[src/rtl/brom_pkg.sv]
package brom_pkg;
  typedef enum logic [1:0] {ST_IDLE, ST_BEAT, ST_DONE} brom_st_e;
endpackage

[src/rtl/brom_wait_ctr.sv]
module brom_wait_ctr #(
  parameter int W = 3
) (
  input  logic         clk_i,
  input  logic         rst_ni,
  input  logic         load_i,
  input  logic [W-1:0] val_i,
  output logic         zero_o
);
  logic [W-1:0] cnt_q;

  always_ff @(posedge clk_i or negedge rst_ni) begin
    if (!rst_ni)              cnt_q <= '0;
    else if (load_i)          cnt_q <= val_i;
    else if (cnt_q != '0)     cnt_q <= cnt_q - W'(1);
  end

  assign zero_o = (cnt_q == '0);
endmodule

[src/rtl/brom_page_ctl.sv]
module brom_page_ctl #(
  parameter int HW = 23
) (
  input  logic [HW-1:0] last_h_i,
  input  logic          burst8_i,
  input  logic          burst_en_i,
  input  logic          last_rdb_i,
  input  logic          last_fetch_i,
  input  logic          req_i,
  input  logic          req_we_i,
  input  logic          req_fetch_i,
  input  logic          req_word_i,
  input  logic [HW-1:0] req_h_i,
  output logic          cont_o
);
  logic          at_edge;
  logic [HW-1:0] next_h;

  // group edge: 4-beat stops on x11, 8-beat on x111
  assign at_edge = burst8_i ? (&last_h_i[2:0]) : (&last_h_i[1:0]);
  assign next_h  = last_h_i + HW'(1);

  assign cont_o = burst_en_i && last_rdb_i && last_fetch_i && req_i && !req_we_i &&
                  req_fetch_i && !at_edge && (req_h_i == next_h) &&
                  !(req_word_i && req_h_i[0]);
endmodule

[src/rtl/brom_assemble.sv]
module brom_assemble #(
  parameter int DW = 16
) (
  input  logic          clk_i,
  input  logic          rst_ni,
  input  logic          cap_i,
  input  logic          hi_i,
  input  logic          word_i,
  input  logic [DW-1:0] data_i,
  output logic [2*DW-1:0] rsp_o
);
  logic [DW-1:0] lo_q, hi_q;

  always_ff @(posedge clk_i or negedge rst_ni) begin
    if (!rst_ni) begin
      lo_q <= '0;
      hi_q <= '0;
    end else if (cap_i) begin
      if (hi_i) hi_q <= data_i;
      else      lo_q <= data_i;
    end
  end

  assign rsp_o = word_i ? {hi_q, lo_q} : {{DW{1'b0}}, lo_q};
endmodule

[src/rtl/brom_burst_seq.sv]
module brom_burst_seq #(
  parameter int AW  = 24,
  parameter int DW  = 16,
  parameter int FWW = 3,
  parameter int BWW = 2
) (
  input  logic            clk_i,
  input  logic            rst_ni,
  input  logic            cfg_burst_en_i,
  input  logic            cfg_burst8_i,
  input  logic [FWW-1:0]  cfg_first_wait_i,
  input  logic [BWW-1:0]  cfg_beat_wait_i,
  input  logic            req_i,
  input  logic            req_we_i,
  input  logic            req_word_i,
  input  logic            req_fetch_i,
  input  logic [AW-1:0]   req_addr_i,
  input  logic [2*DW-1:0] req_wdata_i,
  output logic            req_ready_o,
  output logic            rsp_done_o,
  output logic [2*DW-1:0] rsp_data_o,
  output logic [AW-2:0]   ext_haddr_o,
  output logic            ext_ce_no,
  output logic            ext_rd_no,
  output logic            ext_wr_no,
  input  logic            ext_wait_ni,
  input  logic [DW-1:0]   ext_data_i,
  output logic [DW-1:0]   ext_data_o,
  output logic            ext_data_oe_o
);
  import brom_pkg::*;

  localparam int HW = AW - 1;
  localparam int CW = (FWW > BWW) ? FWW : BWW;

  brom_st_e        st_q;
  logic [HW-1:0]   haddr_q, req_h;
  logic            we_q, fetch_q, word_q, hi_q, rdb_q;
  logic [2*DW-1:0] wdata_q;
  logic            cont, accept, cnt_zero, beat_end, more, load;
  logic [CW-1:0]   fw_ext, bw_ext, load_val;
  logic            unused_lsb;

  assign unused_lsb = req_addr_i[0];
  assign fw_ext     = CW'(cfg_first_wait_i);
  assign bw_ext     = CW'(cfg_beat_wait_i);
  assign req_h      = req_addr_i[AW-1:1];

  brom_page_ctl #(.HW(HW)) u_page (
    .last_h_i     (haddr_q),
    .burst8_i     (cfg_burst8_i),
    .burst_en_i   (cfg_burst_en_i),
    .last_rdb_i   (rdb_q),
    .last_fetch_i (fetch_q),
    .req_i        (req_i),
    .req_we_i     (req_we_i),
    .req_fetch_i  (req_fetch_i),
    .req_word_i   (req_word_i),
    .req_h_i      (req_h),
    .cont_o       (cont)
  );

  assign req_ready_o = (st_q == ST_IDLE) || ((st_q == ST_DONE) && cont);
  assign accept      = req_i && req_ready_o;
  // burst reads ignore the wait pin, everything else honours it
  assign beat_end    = (st_q == ST_BEAT) && cnt_zero && (rdb_q || ext_wait_ni);
  assign more        = word_q && !hi_q;
  assign load        = accept || (beat_end && more);
  assign load_val    = ((st_q == ST_IDLE) || !rdb_q) ? fw_ext : bw_ext;

  brom_wait_ctr #(.W(CW)) u_wait (
    .clk_i  (clk_i),
    .rst_ni (rst_ni),
    .load_i (load),
    .val_i  (load_val),
    .zero_o (cnt_zero)
  );

  always_ff @(posedge clk_i or negedge rst_ni) begin
    if (!rst_ni) begin
      st_q    <= ST_IDLE;
      haddr_q <= '0;
      we_q    <= 1'b0;
      fetch_q <= 1'b0;
      word_q  <= 1'b0;
      hi_q    <= 1'b0;
      rdb_q   <= 1'b0;
      wdata_q <= '0;
    end else begin
      unique case (st_q)
        ST_IDLE, ST_DONE: begin
          if (accept) begin
            st_q    <= ST_BEAT;
            haddr_q <= req_word_i ? {req_h[HW-1:1], 1'b0} : req_h;
            we_q    <= req_we_i;
            fetch_q <= req_fetch_i;
            word_q  <= req_word_i;
            hi_q    <= 1'b0;
            rdb_q   <= cfg_burst_en_i && !req_we_i;
            wdata_q <= req_wdata_i;
          end else begin
            st_q <= ST_IDLE;
          end
        end
        ST_BEAT: begin
          if (beat_end) begin
            if (more) begin
              hi_q    <= 1'b1;
              haddr_q <= haddr_q + HW'(1);
            end else begin
              st_q <= ST_DONE;
            end
          end
        end
        default: st_q <= ST_IDLE;
      endcase
    end
  end

  brom_assemble #(.DW(DW)) u_asm (
    .clk_i  (clk_i),
    .rst_ni (rst_ni),
    .cap_i  (beat_end && !we_q),
    .hi_i   (hi_q),
    .word_i (word_q),
    .data_i (ext_data_i),
    .rsp_o  (rsp_data_o)
  );

  assign rsp_done_o    = (st_q == ST_DONE);
  assign ext_haddr_o   = haddr_q;
  assign ext_ce_no     = (st_q == ST_IDLE);
  assign ext_rd_no     = !((st_q != ST_IDLE) && !we_q);
  assign ext_wr_no     = !((st_q == ST_BEAT) && we_q);
  assign ext_data_oe_o = (st_q == ST_BEAT) && we_q;
  assign ext_data_o    = hi_q ? wdata_q[2*DW-1:DW] : wdata_q[DW-1:0];
endmodule

[config.mk]
export PLATFORM = sky130hd
export DESIGN_NAME = brom_burst_seq
export DESIGN_NICKNAME = d
export VERILOG_FILES = /design/src/rtl/brom_pkg.sv /design/src/rtl/brom_wait_ctr.sv /design/src/rtl/brom_page_ctl.sv /design/src/rtl/brom_assemble.sv /design/src/rtl/brom_burst_seq.sv
export SDC_FILE = /design/constraint.sdc
export NUM_CORES = 1
export LEC_CHECK = 0
export BUFFER_PORTS_ARGS = -buffer_cell sky130_fd_sc_hd__buf_2
export CORE_MARGIN = 2
export CORE_UTILIZATION = 40
export DETAILED_ROUTE_END_ITERATION = 10
export GPL_TIMING_DRIVEN = 0
export PLACE_DENSITY = 0.69
export REMOVE_ABC_BUFFERS = 1
export SLEW_MARGIN = 10
export SYNTH_ARGS = -nofsm -noshare
export SYNTH_HDL_FRONTEND = slang
export SYNTH_SLANG_ARGS = --single-unit
[constraint.sdc]
create_clock -name clk_i -period 3.5 [get_ports clk_i]
set_clock_uncertainty 0.05 [all_clocks]
set_input_delay 0.875 -clock clk_i [delete_from_list [all_inputs] [get_ports clk_i]]
set_output_delay 0.875 -clock clk_i [all_outputs]
set_load 0.005 [all_outputs]
[Yosys cells after proc, flatten, opt, wreduce, memory -nomap -nowiden]
Index checks and enable logic that the tools add are counted.
Word-level totals
  word-level logic and storage cells: 85
  bits of input ports: 86
  register bits after elaboration: 97
  output and inout port bits: 77
Operators by class
  eq/ne operators: 7
  mux-type cells: 19
  add/subtract/negate cells: 2
  bitwise operators: 1
  reductions and logical operators: 45
Operator list (count)
  2-to-1 mux 23 bit: 3
  case mux 23 bit (2 select lines): 1
  2-to-1 mux 32 bit: 1
  adder 23 x 1 -> 23 bit, second input constant: 1
  == test 23 bit: 1
  logical AND 1 bit: 19
  2-to-1 mux 16 bit: 1
  AND reduction 2 bit: 5
  2-to-1 mux 3 bit: 3
  logical NOT 1 bit: 8
  != test 2 bit, second input constant: 4
  2-to-1 mux 1 bit: 6
  nonzero test 2 bit: 3
  logical OR 1 bit: 4
  2-to-1 mux 2 bit: 2
  case mux 2 bit (2 select lines): 1
  AND reduction 4 bit: 1
  logical NOT 3 bit: 1
  AND reduction 3 bit: 1
  nonzero test 3 bit: 1
  subtractor 3 x 1 -> 3 bit, second input constant: 1
  == test 2 x 1 -> 1 bit, second input constant: 1
  == test 2 bit, second input constant: 1
  logical NOT 2 bit: 1
  other kinds (3): 3

[Depth between registers and ports, before layout]
Gate-level depths: netlist of run 1.
  depth after elaboration: 13
  mapped depth: 12
  mapped depth without buffers: 10

[Hierarchy]
Synthesis of run 1 repeated with hierarchy kept, for this count alone.
Unflattened totals
  cells, all modules: 599
  area total of the unflattened synthesis: 5711.7 µm²
By module, submodules not included
  brom_burst_seq: times used 1, cells an instance 369, sequential area each 1551.5 µm², area each 3253.1 µm²
  brom_assemble: times used 1, cells an instance 86, sequential area each 800.8 µm², area each 1356.3 µm²
  brom_page_ctl: times used 1, cells an instance 123, sequential area each 0.0 µm², area each 900.9 µm²
  brom_wait_ctr: times used 1, cells an instance 21, sequential area each 75.1 µm², area each 201.4 µm²

[Worst setup path after synthesis of run 1]
No wires, ideal clock.
  path type: flip-flop to output port
  start point: register haddr_q[8], in the netlist ext_haddr_o[8]
  end point: output req_ready_o
  cell stages (with the launch flop): 11
  buffers on the path: 3
  setup slack: -0.327 ns
  data required time: 2.575 ns
  arrival time: 2.902 ns
  path through: dfrtp_1 clkbuf_1 inv_1 nor3_2 nand3_1 xnor2_1 or4_1 or4_4 buf_2 clkbuf_1 nand2_1
On the way
  cells in the longest elaborated chain, start to end: 6
Ends and longest elaborated chain
  from (decl): RTL line brom_burst_seq.sv:37  | logic [HW-1:0] haddr_q, req_h;
  from (signal assigned): RTL line brom_burst_seq.sv:94  | haddr_q <= req_word_i ? {req_h[HW-1:1], 1'b0} : req_h;
  from (signal assigned): RTL line brom_burst_seq.sv:109  | haddr_q <= haddr_q + HW'(1);
  adder 23 x 1 -> 23 bit: RTL line brom_page_ctl.sv:21  | assign next_h = last_h_i + HW'(1);
  == test 23 bit: RTL line brom_page_ctl.sv:24  | req_fetch_i && !at_edge && (req_h_i == next_h) &&
  logical AND 1 bit (2 in a row): RTL line brom_page_ctl.sv:24
  logical AND 1 bit: RTL line brom_burst_seq.sv:63  | assign req_ready_o = (st_q == ST_IDLE) || ((st_q == ST_DONE) && cont);
  logical OR 1 bit: RTL line brom_burst_seq.sv:63
  to (decl): RTL line brom_burst_seq.sv:19  | output logic req_ready_o,
Every way passes these cells.

[Worst setup path in the final report of run 1]
  start point: register haddr_q[1], in the netlist ext_haddr_o[1]
  end point: output req_ready_o
On the way
  cells in the longest elaborated chain, start to end: 8
  elaborated cells on any way between the ends: 11
  classes of those cells: add/sub (1); eq/ne (1); mux (1); reduce/logical (8)
Ends and longest elaborated chain (RTL line)
  branches (longest 4 deep; another with adder 23 x 1 -> 23 bit)
  logical AND 1 bit (*) (2 in a row): brom_page_ctl.sv:24
  logical AND 1 bit (*): brom_burst_seq.sv:63
  logical OR 1 bit (*): brom_burst_seq.sv:63
Mark *: on every way between the ends.

==> results of run 1 <==
[through the flow]
step,cells,setup WS (ns),instance area [um2]
floorplan,465,-0.7895,5234
global placement,802,-1.556,6260
detailed placement,808,-0.7728,6385
CTS,843,-0.5633,6964
global route,859,-0.5282,7151
finish,859,-0.4716,7151
[layer usage]
metal  track usage (%)  share of wire [%]
met4             7.868                1.8
met1             26.45                 41
met2             33.98                 49
met3             6.559                8.0
met5                 0                  0
[what timing repair did]
item,4_1_cts,5_1_grt
resized for setup,31,20
setup buffers,13,16
cloned,6,0
pin swaps,14,12
endpoints found under the setup margin,65,64
[power by group]
group / leakage (nW) / internal, mW / total [mW] / switching, mW
Sequential: 1.16 / 1.67 / 2.18 / 0.514
Combinational: 1.95 / 1.53 / 2.84 / 1.31
Clock: 0.132 / 0.496 / 0.967 / 0.471
[registers in the layout, summed over array words and instances (netlist names)]
name and flops:
hi_q 1, word_q 1, u_asm.lo_q 16, u_asm.hi_q 16
fetch_q 1, ext_haddr_o 23, we_q 1, u_wait.cnt_q 3
st_q 2, wdata_q 32, rdb_q 1
[worst max-delay path: cells and delay by family (launching register included)]
kind / cells / cell delay [ns]
AOI/OAI and AO/OA: 1 / 0.16
and+or+nand+nor: 6 / 1.88
DFF: 1 / 0.38
buffers and inverters: 2 / 0.26
[cell type report]
cell class | count | area share, %
clock inverter | 7 | 0.8749
timing repair buffer | 198 | 16.68
clock buffer | 9 | 3.150
multi-input combinational | 361 | 41.42
tap | 176 | 3.080
inverter | 11 | 0.5774
sequential | 97 | 34.23
[cell families (layout without fill, tap and decap cells)]
logic type	Yosys count	count (layout)	synth area share, %
muxes	91	91	18.84
buffers and inverters	43	225	3.690
xor gates and xnor gates	34	34	5.523
DFF	97	97	45.02
and+or+nand+nor	137	141	14.62
adders and majority gates	4	4	0.9283
AOI/OAI and AO/OA	91	91	11.37
[path summary, 6_finish.rpt]
check | end | cells after the start | start
worst max-delay path | req_ready_o | 9 | ext_haddr_o[1]
worst min-delay path | wdata_q[7] | 1 | wdata_q[7]
worst max register to register | wdata_q[16] | 12 | ext_haddr_o[1]
worst min register to register | wdata_q[7] | 1 | wdata_q[7]
max in group asynchronous | wdata_q[20] | 2 | rst_ni
min in group asynchronous | ext_haddr_o[22] | 1 | rst_ni
[cell usage in the layout, fill, tap and decap left out, types with 12 or more instances in the layout]
cell,count
xnor2_1,25
dfrtp_2,16
o21ai_0,12
dfrtp_1,81
mux2_2,66
nand4_1,12
buf_4,27
mux2_1,18
buf_2,160
nand2_1,12
nor2_1,30
and2_1,21
a21oi_1,24
==> metrics, run 1 <==
Iter 0 DRT Violations 410; drt first pass iters 4; vias in the first global route 4652; Post-DP HPWL slightly below 10000 um; Rows 42; TNS Setup -6.785 ns; Hold Slack between 0.4 and 0.5 ns; area delta synth->final 32.63%; CP Max Fanout 5; Ys Warns 0; Slew Limit Fails 0; Critical Path End Type primary output; Crit Path Class reg -> out; Primary FF master, synth dfrtp_1; gr ovfl total 0; Worst-path clk slew ~0.07 ns; Post-Syn Instances approximately 500; WL final 15180 um; Worst EP arrival around 3.1 ns; ratio of cells with drive above 1 in the final layout about half; final-stage net count between 700 and 800; WL/cell between 15 and 20 um; GRT Util Overall a little over a fifth; Tcrit/Tclk final 113.5%; EDFF count, synth 0; Crit path largest cell delay about 0.6 ns; power consumption roughly 6.0 mW; Worst VDD drop between 400 and 500 uV; clock buffer depth 2; Post-Syn Area between 0.005 and 0.006 mm2; Req. time, crit path roughly 2.6 ns; Mean Syn Cell Area approximately 11 um2; largest net degree at the start of global routing 56; unrepaired setup endpoints after global routing true; first-pass GRT wire length roughly 24000 um; clk sinks 97; die width 120.1 um; CP max stage cell or4_4; htree depth 3; post-route ant nets 0; Num CTS Buffers 9; area of the multi-input gates ~0.003 mm2; Ant. Diodes 0; Synth cell types 52; slew margin rel. 20.63%; min-delay worst type reg -> reg; Tightest Pin Transition between 1 and 1.5 ns; Vias per Instance 5.470; PortBufs roughly 160; max cap viols 0; DRC viols 0; chip height 120.1 um; Post-Route Utilization between 50% and 60%; CTS Hold Bufs 0; leak pwr roughly 3.2 nW; Register Area about 0.0024 mm2; RePlAce Congestion 0.8718; register area share after synthesis between 40% and 50%; Hold Fails Final Rpt 0; root buffer cell clkbuf_16; Finish-stage setup viols 38; leading area contributor after synthesis dfrtp_1; core region area around 0.013 mm2; initial antenna violation count 0; Post-synth ARST share between 90% and 100%; Yosys reg bits between 90 and 100; synth cell count leaders dfrtp_1, mux2_2, nor2_1; CP startpoint kind flop; filler cell count 1167; FF-to-FF setup slack -0.21 ns; synth top area cells dfrtp_1, mux2_2, xnor2_1, mux2_1, and2_1; CP cell instances buf_4, nand4_4, or4_4, or3_1, a22oi_2, nand4_1, or4_4, nand2_2, buf_2; CTS tree yes; cell mode on critical path or4_4; Die Area 0.01442 mm2; PnR worst setup slack -0.4716 ns; Peak Freq approximately 250 MHz; failing checks negative setup slack; Cell Pwr Density 838.0 mW/mm2; final worst path period need between 3 and 4 ns; outcome finished with violations; most common cell in the netlist dfrtp_1; worst-skew pair later-pin latency roughly 0.35 ns; Synth top area share 45.02%; initial core utilization between 40 and 50%; Vias approximately 4.7k; Ports around 160
No activity file was read; power rests on OpenSTA's default activity.
==> run 2: changes to the inputs <==
- PLACE_DENSITY: 0.69 -> 0.67
- TNS_END_PERCENT: not set -> 10
==> run 2 against run 1 <==
The run still ends with negative setup slack left; final area up 2.3%; first-iteration DRC count decreased by 5.1%; routed wire length up 3.4%; flip-flop and latch count unchanged; power up 4.8%; die area did not move; critical path type unchanged; critical endpoint unchanged; highest routed layer unchanged.
==> metrics, run 2 (same netlist as run 1, synthesis figures left out) <==
Placement Cell Area between 0.006 and 0.007 mm2; GRT Util Overall between 20% and 30%; WL/cell 18.06 um; max reg flops 32; final-stage net count 778; gr ovfl total 0; initial core utilization 40.87%; core region area roughly 0.013 mm2; design area 0.007315 mm2; Worst VDD drop about 450 uV; area delta synth->final 35.67%; Vias per Instance approximately 5.6; most flop-heavy register wdata_q; DRC viols 0; unrepaired setup endpoints after global routing true; Req. time, crit path 2.57 ns; htree depth 3; Iter 0 DRT Violations about 390; Hold Fails Final Rpt 0; Critical Path End Type primary output; first-pass GRT wire length roughly 24000 um; drt first pass iters 5; PortBufs 161; WL final 15700 um; Rows 42; chip height 120.1 um; CP Max Fanout 4; Hold Path Origin wdata_q[0]; Tcrit/Tclk final 115.8%; clock buffer depth 2; Crit Path Class reg -> out; Worst-path clk slew 0.07 ns; Finish-stage setup viols 48; ratio of cells with drive above 1 in the final layout 51.23%; RePlAce Congestion just under 0.9; Cell Pwr Density 858.8 mW/mm2; CTS tree yes; worst-skew pair later-pin latency roughly 0.35 ns; worst setup path startpoint ext_haddr_o[0]; PnR worst setup slack -0.5541 ns; slew margin rel. between 20% and 30%; Tightest Pin Transition approximately 1.1 ns; post-route ant nets 0; outcome finished with violations; Ant. Diodes 0; min-delay worst type reg -> reg; clk sinks 97; die width roughly 120 um; leak pwr roughly 3.3 nW; failing checks negative setup slack; initial antenna violation count 0; max cap viols 0; Slew Limit Fails 0; Num CTS Buffers 9; Post-DP HPWL between 10000 and 15000 um; Ports between 150 and 200; Die Area 0.01442 mm2; Peak Freq between 200 and 250 MHz; CP startpoint kind flop; commonest non-fill, non-tap cell in the layout buf_2; worst slack at placement -0.7856 ns; most frequent cells in the layout buf_2, dfrtp_1, mux2_2, buf_4, nor2_1; vias in the first global route roughly 4.7k; largest net degree at the start of global routing 56; Worst EP arrival approximately 3.1 ns; Vias slightly below 5k; RR Startpoint ext_haddr_o[0]; final worst path period need between 4 and 5 ns; root buffer cell clkbuf_16
[run 2: cell count changes in the layout (fill, tap and decap cells not counted), moves of 3 or more]
| cell | before | now |
|---|---|---|
| clkinvlp_4 | 3 | 0 |
| a2bb2oi_1 | 5 | 2 |
| a21oi_1 | 24 | 19 |
| buf_6 | 7 | 4 |
| buf_16 | 4 | 1 |
| a21oi_2 | 0 | 5 |
| buf_4 | 27 | 41 |
| a2bb2oi_2 | 0 | 3 |
[run 2: critical path: stages, from the launching register on]
cell and delay, ns:
dfrtp_2 0.40, ha_4 0.17, buf_6 0.12, and3_4 0.22, nand3_4 0.10, nor4_4 0.35
xnor2_1 0.13, or4_4 0.49, or4_4 0.60, nand2_2 0.09, buf_2 0.10
[run 2: stage by stage]
stage               std cells  setup TNS [ns]  power (mW)  utilization [%]  hold WS (ns)
floorplan                 465          -29.00       3.656                -        0.4022
global placement          802         -107.93       4.524            47.46        0.4107
detailed placement        807          -39.52       4.681            48.29        0.4255
CTS                       840          -18.93       5.988            52.74        0.4417
global route              869          -16.41       6.709            55.45        0.4509
finish                    869          -13.68       6.282            55.45        0.4400
[run 2: per-layer routing]
layer	routed length [um]	track usage, %	up-vias	share of wire, %
met3	1379	4.563	50	8.8
met4	484	9.044	0	3.1
met1	6343	26.19	2363	40
li1	-	-	2217	-
met2	7491	34.06	272	48
met5	0	0	-	0
[run 2: final timing paths]
path                                        end  slack, ns  cells after the start
worst max register to register       wdata_q[7]      -0.43                     12
worst max-delay path                req_ready_o      -0.55                     10
worst min-delay path                 wdata_q[0]       0.44                      1
min in group asynchronous       ext_haddr_o[21]       0.46                      1
worst min register to register       wdata_q[0]       0.44                      1
max in group asynchronous        ext_haddr_o[0]       2.24                      2
[run 2: cell type report]
cell class	instances	area, um2
multi-input cells	359	2999
well taps	176	220.2
repair buffers	210	1269
clock buffers	10	239.0
flip-flops and latches	97	2449
fillers	1174	5876
inverters	11	41.29
clock inverters	6	97.59
[run 2: power breakdown]
group / total (mW) / switching (mW) / internal [mW] / leakage [nW]
combinational: 2.96 / 1.37 / 1.59 / 1.98
sequential: 2.21 / 0.533 / 1.67 / 1.16
clock: 1.12 / 0.458 / 0.658 / 0.166
total: 6.28 / 2.36 / 3.92 / 3.31
[run 2: what timing repair did]
action / CTS / global route
cloned: 2 / 1
gates resized for setup: 22 / 37
pin swaps: 13 / 15
setup buffers: 15 / 29
endpoints found under the setup margin: 65 / 65
hold buffers: 0 / 0
==> run 3: changes to the inputs <==
- CORE_UTILIZATION: 40 -> 45
- PLACE_DENSITY: 0.67 -> 0.71
- clock period: 3.5 -> 4.3 ns (I/O delays scaled with it)
==> run 3 against run 2 <==
The flow now finishes without violations; sequential power down 19%; worst hold slack worse by 0.0043 ns; first-iteration DRC count shrank 33%; register-to-register slack improved by 0.71 ns; via count is 5.5% lower; clock-buffer cell count down 1; global-route usage up 2.8 points; setup slack improved by 0.62 ns; utilization up 4.7 points; clock power down 24%; largest cell class unchanged.
==> metrics, run 3 (same netlist as run 1, synthesis figures left out) <==
outcome finished, final reports clean; Cell Pwr Density between 600 and 700 mW/mm2; most flop-heavy register wdata_q; vias in the first global route ~4.7k; Finish-stage setup viols 0; clk sinks 97; initial antenna violation count 0; combinational power share 45.0%; first-pass GRT wire length roughly 24000 um; Req. time, crit path 3.17 ns; post-route ant nets 0; crit path buf inv count 2; Critical Path End Type primary output; CP max stage cell or4_1; Tightest Pin Transition approximately 1.1 ns; area delta synth->final 29.13%; clock buffer depth 2; Seq pwr share 37.2%; die width ~110 um; grt peak-use layer met2; Peak Freq between 200 and 250 MHz; Post-DP HPWL about 10000 um; Num CTS Buffers 9; switching share of power between 30% and 40%; Die Area ~0.013 mm2; internal power about 3.0 mW; chip height between 100 and 150 um; CTS tree yes; CP cell instances ha_4, buf_4, and3_4, nand3_2, nor4_4, xnor2_1, or4_1, or4_4, nand2_2, buf_2; Hold Slack 0.4357 ns; htree depth 3; Tcrit/Tclk final a little under 100%; largest net degree at the start of global routing 55; max cap viols 0; gr ovfl total 0; Vias per Instance approximately 5.7; Hold Fails Final Rpt 0; ratio of cells with drive above 1 in the final layout a little under half; DRC viols 0; Ant. Diodes 0; Crit Path Class reg -> out; worst setup path startpoint ext_haddr_o[0]; WL final between 15000 and 20000 um; PortBufs 161; final worst path period need ~4.2 ns; Worst-path clk slew approximately 0.070 ns; Slew Limit Fails 0; DP Cell Count 774; Top delay family on crit path simple AND/OR/NAND/NOR gates; clock network power share roughly 18%; GRT Util Overall between 20% and 30%; FF-to-FF setup slack about 0.28 ns; drt first pass iters 4; RR Startpoint ext_haddr_o[0]; initial core utilization 46.62%; unrepaired setup endpoints after global routing true; power consumption 4.833 mW; Worst VDD drop around 430 uV; net switching power between 1.5 and 2 mW; Worst EP arrival a little over 3 ns; Iter 0 DRT Violations between 200 and 300; Rows 39; Crit path largest cell delay ~0.57 ns; met3 usage under 10%; leak pwr 3.185 nW; max reg flops 32; M2 GR Usage a little under two fifths; CP Max Fanout 5; CP startpoint kind flop; r2r endpoint wdata_q[22]; RePlAce Congestion between 0.8 and 0.9; Ports roughly 160; root buffer cell clkbuf_16; Vias approximately 4.6k; critical path depth 10; crit path to req_ready_o; R2R depth 12; worst-skew pair later-pin latency between 0.3 and 0.4 ns; most frequent cells in the layout buf_2, dfrtp_1, mux2_2, nor2_1, xnor2_1; Post-Route Utilization between 60% and 70%; final-stage net count between 700 and 800; slew margin rel. roughly a quarter; min-delay worst type reg -> reg; final cell count without fillers 811; core region area roughly 0.012 mm2; WL/cell about 19 um; met1 usage about 30%; commonest non-fill, non-tap cell in the layout buf_2
run 3: cell count changes in the layout (fill, tap and decap cells not counted), sizes merged:
cell      before  now
clkbuf        10    9
clkinv         1    2
or4            6    5
bufbuf         1    0
clkinvlp       0    2
buf          209  186
bufinv         2    1
inv           14   13
run 3: timing repair:
action                     in CTS  in global routing
hold buffers                    0                  0
cloned                          1                  0
gates resized for setup        17                 23
setup endpoints to repair       1                  1
setup buffers                  10                 10
pin swaps                      10                 12
run 3: worst min path at each step:
stage	cells past startpoint	startpoint	endpoint
finish	1	wdata_q[10]	wdata_q[10]
global route	1	wdata_q[10]	wdata_q[10]
CTS	1	wdata_q[10]	wdata_q[10]
detailed placement	1	wdata_q[10]	wdata_q[10]
global placement	1	wdata_q[6]	wdata_q[6]
floorplan	1	wdata_q[29]	wdata_q[29]
run 3: metrics by stage:
stage / cell area (um2) / worst slack, ns / setup TNS (ns)
2_1_floorplan: 5234 / -0.1108 / -3.291
3_3_place_gp: 6218 / -0.8937 / -41.49
3_5_place_dp: 6325 / -0.1730 / -1.008
4_1_cts: 6795 / 0.002783 / 0
5_1_grt: 6962 / -0.02551 / -0.02551
6_report: 6962 / 0.06355 / 0
run 3: final cells by class:
type,instances,area [um2]
clock buffer,9,225.2
clock inverter,7,90.09
fill,975,4603
inverter,11,41.29
multi-input combinational,358,2934
sequential,97,2440
tap,143,178.9
timing repair buffer,186,1052
run 3: routing by layer:
metal | share of wire, % | vias to the layer above
met4 | 2.3 | 0
met1 | 41 | 2252
li1 | - | 2149
met2 | 48 | 203
met3 | 8.8 | 29
met5 | 0 | -
run 3: power groups by stage:
stage	combinational, mW	sequential (mW)	clock, mW
floorplan	1.29	1.69	0
global placement	1.93	1.75	0
CTS	2.13	1.79	0.872
detailed placement	2.02	1.79	0
global route	2.39	1.88	0.905
finish	2.18	1.80	0.856
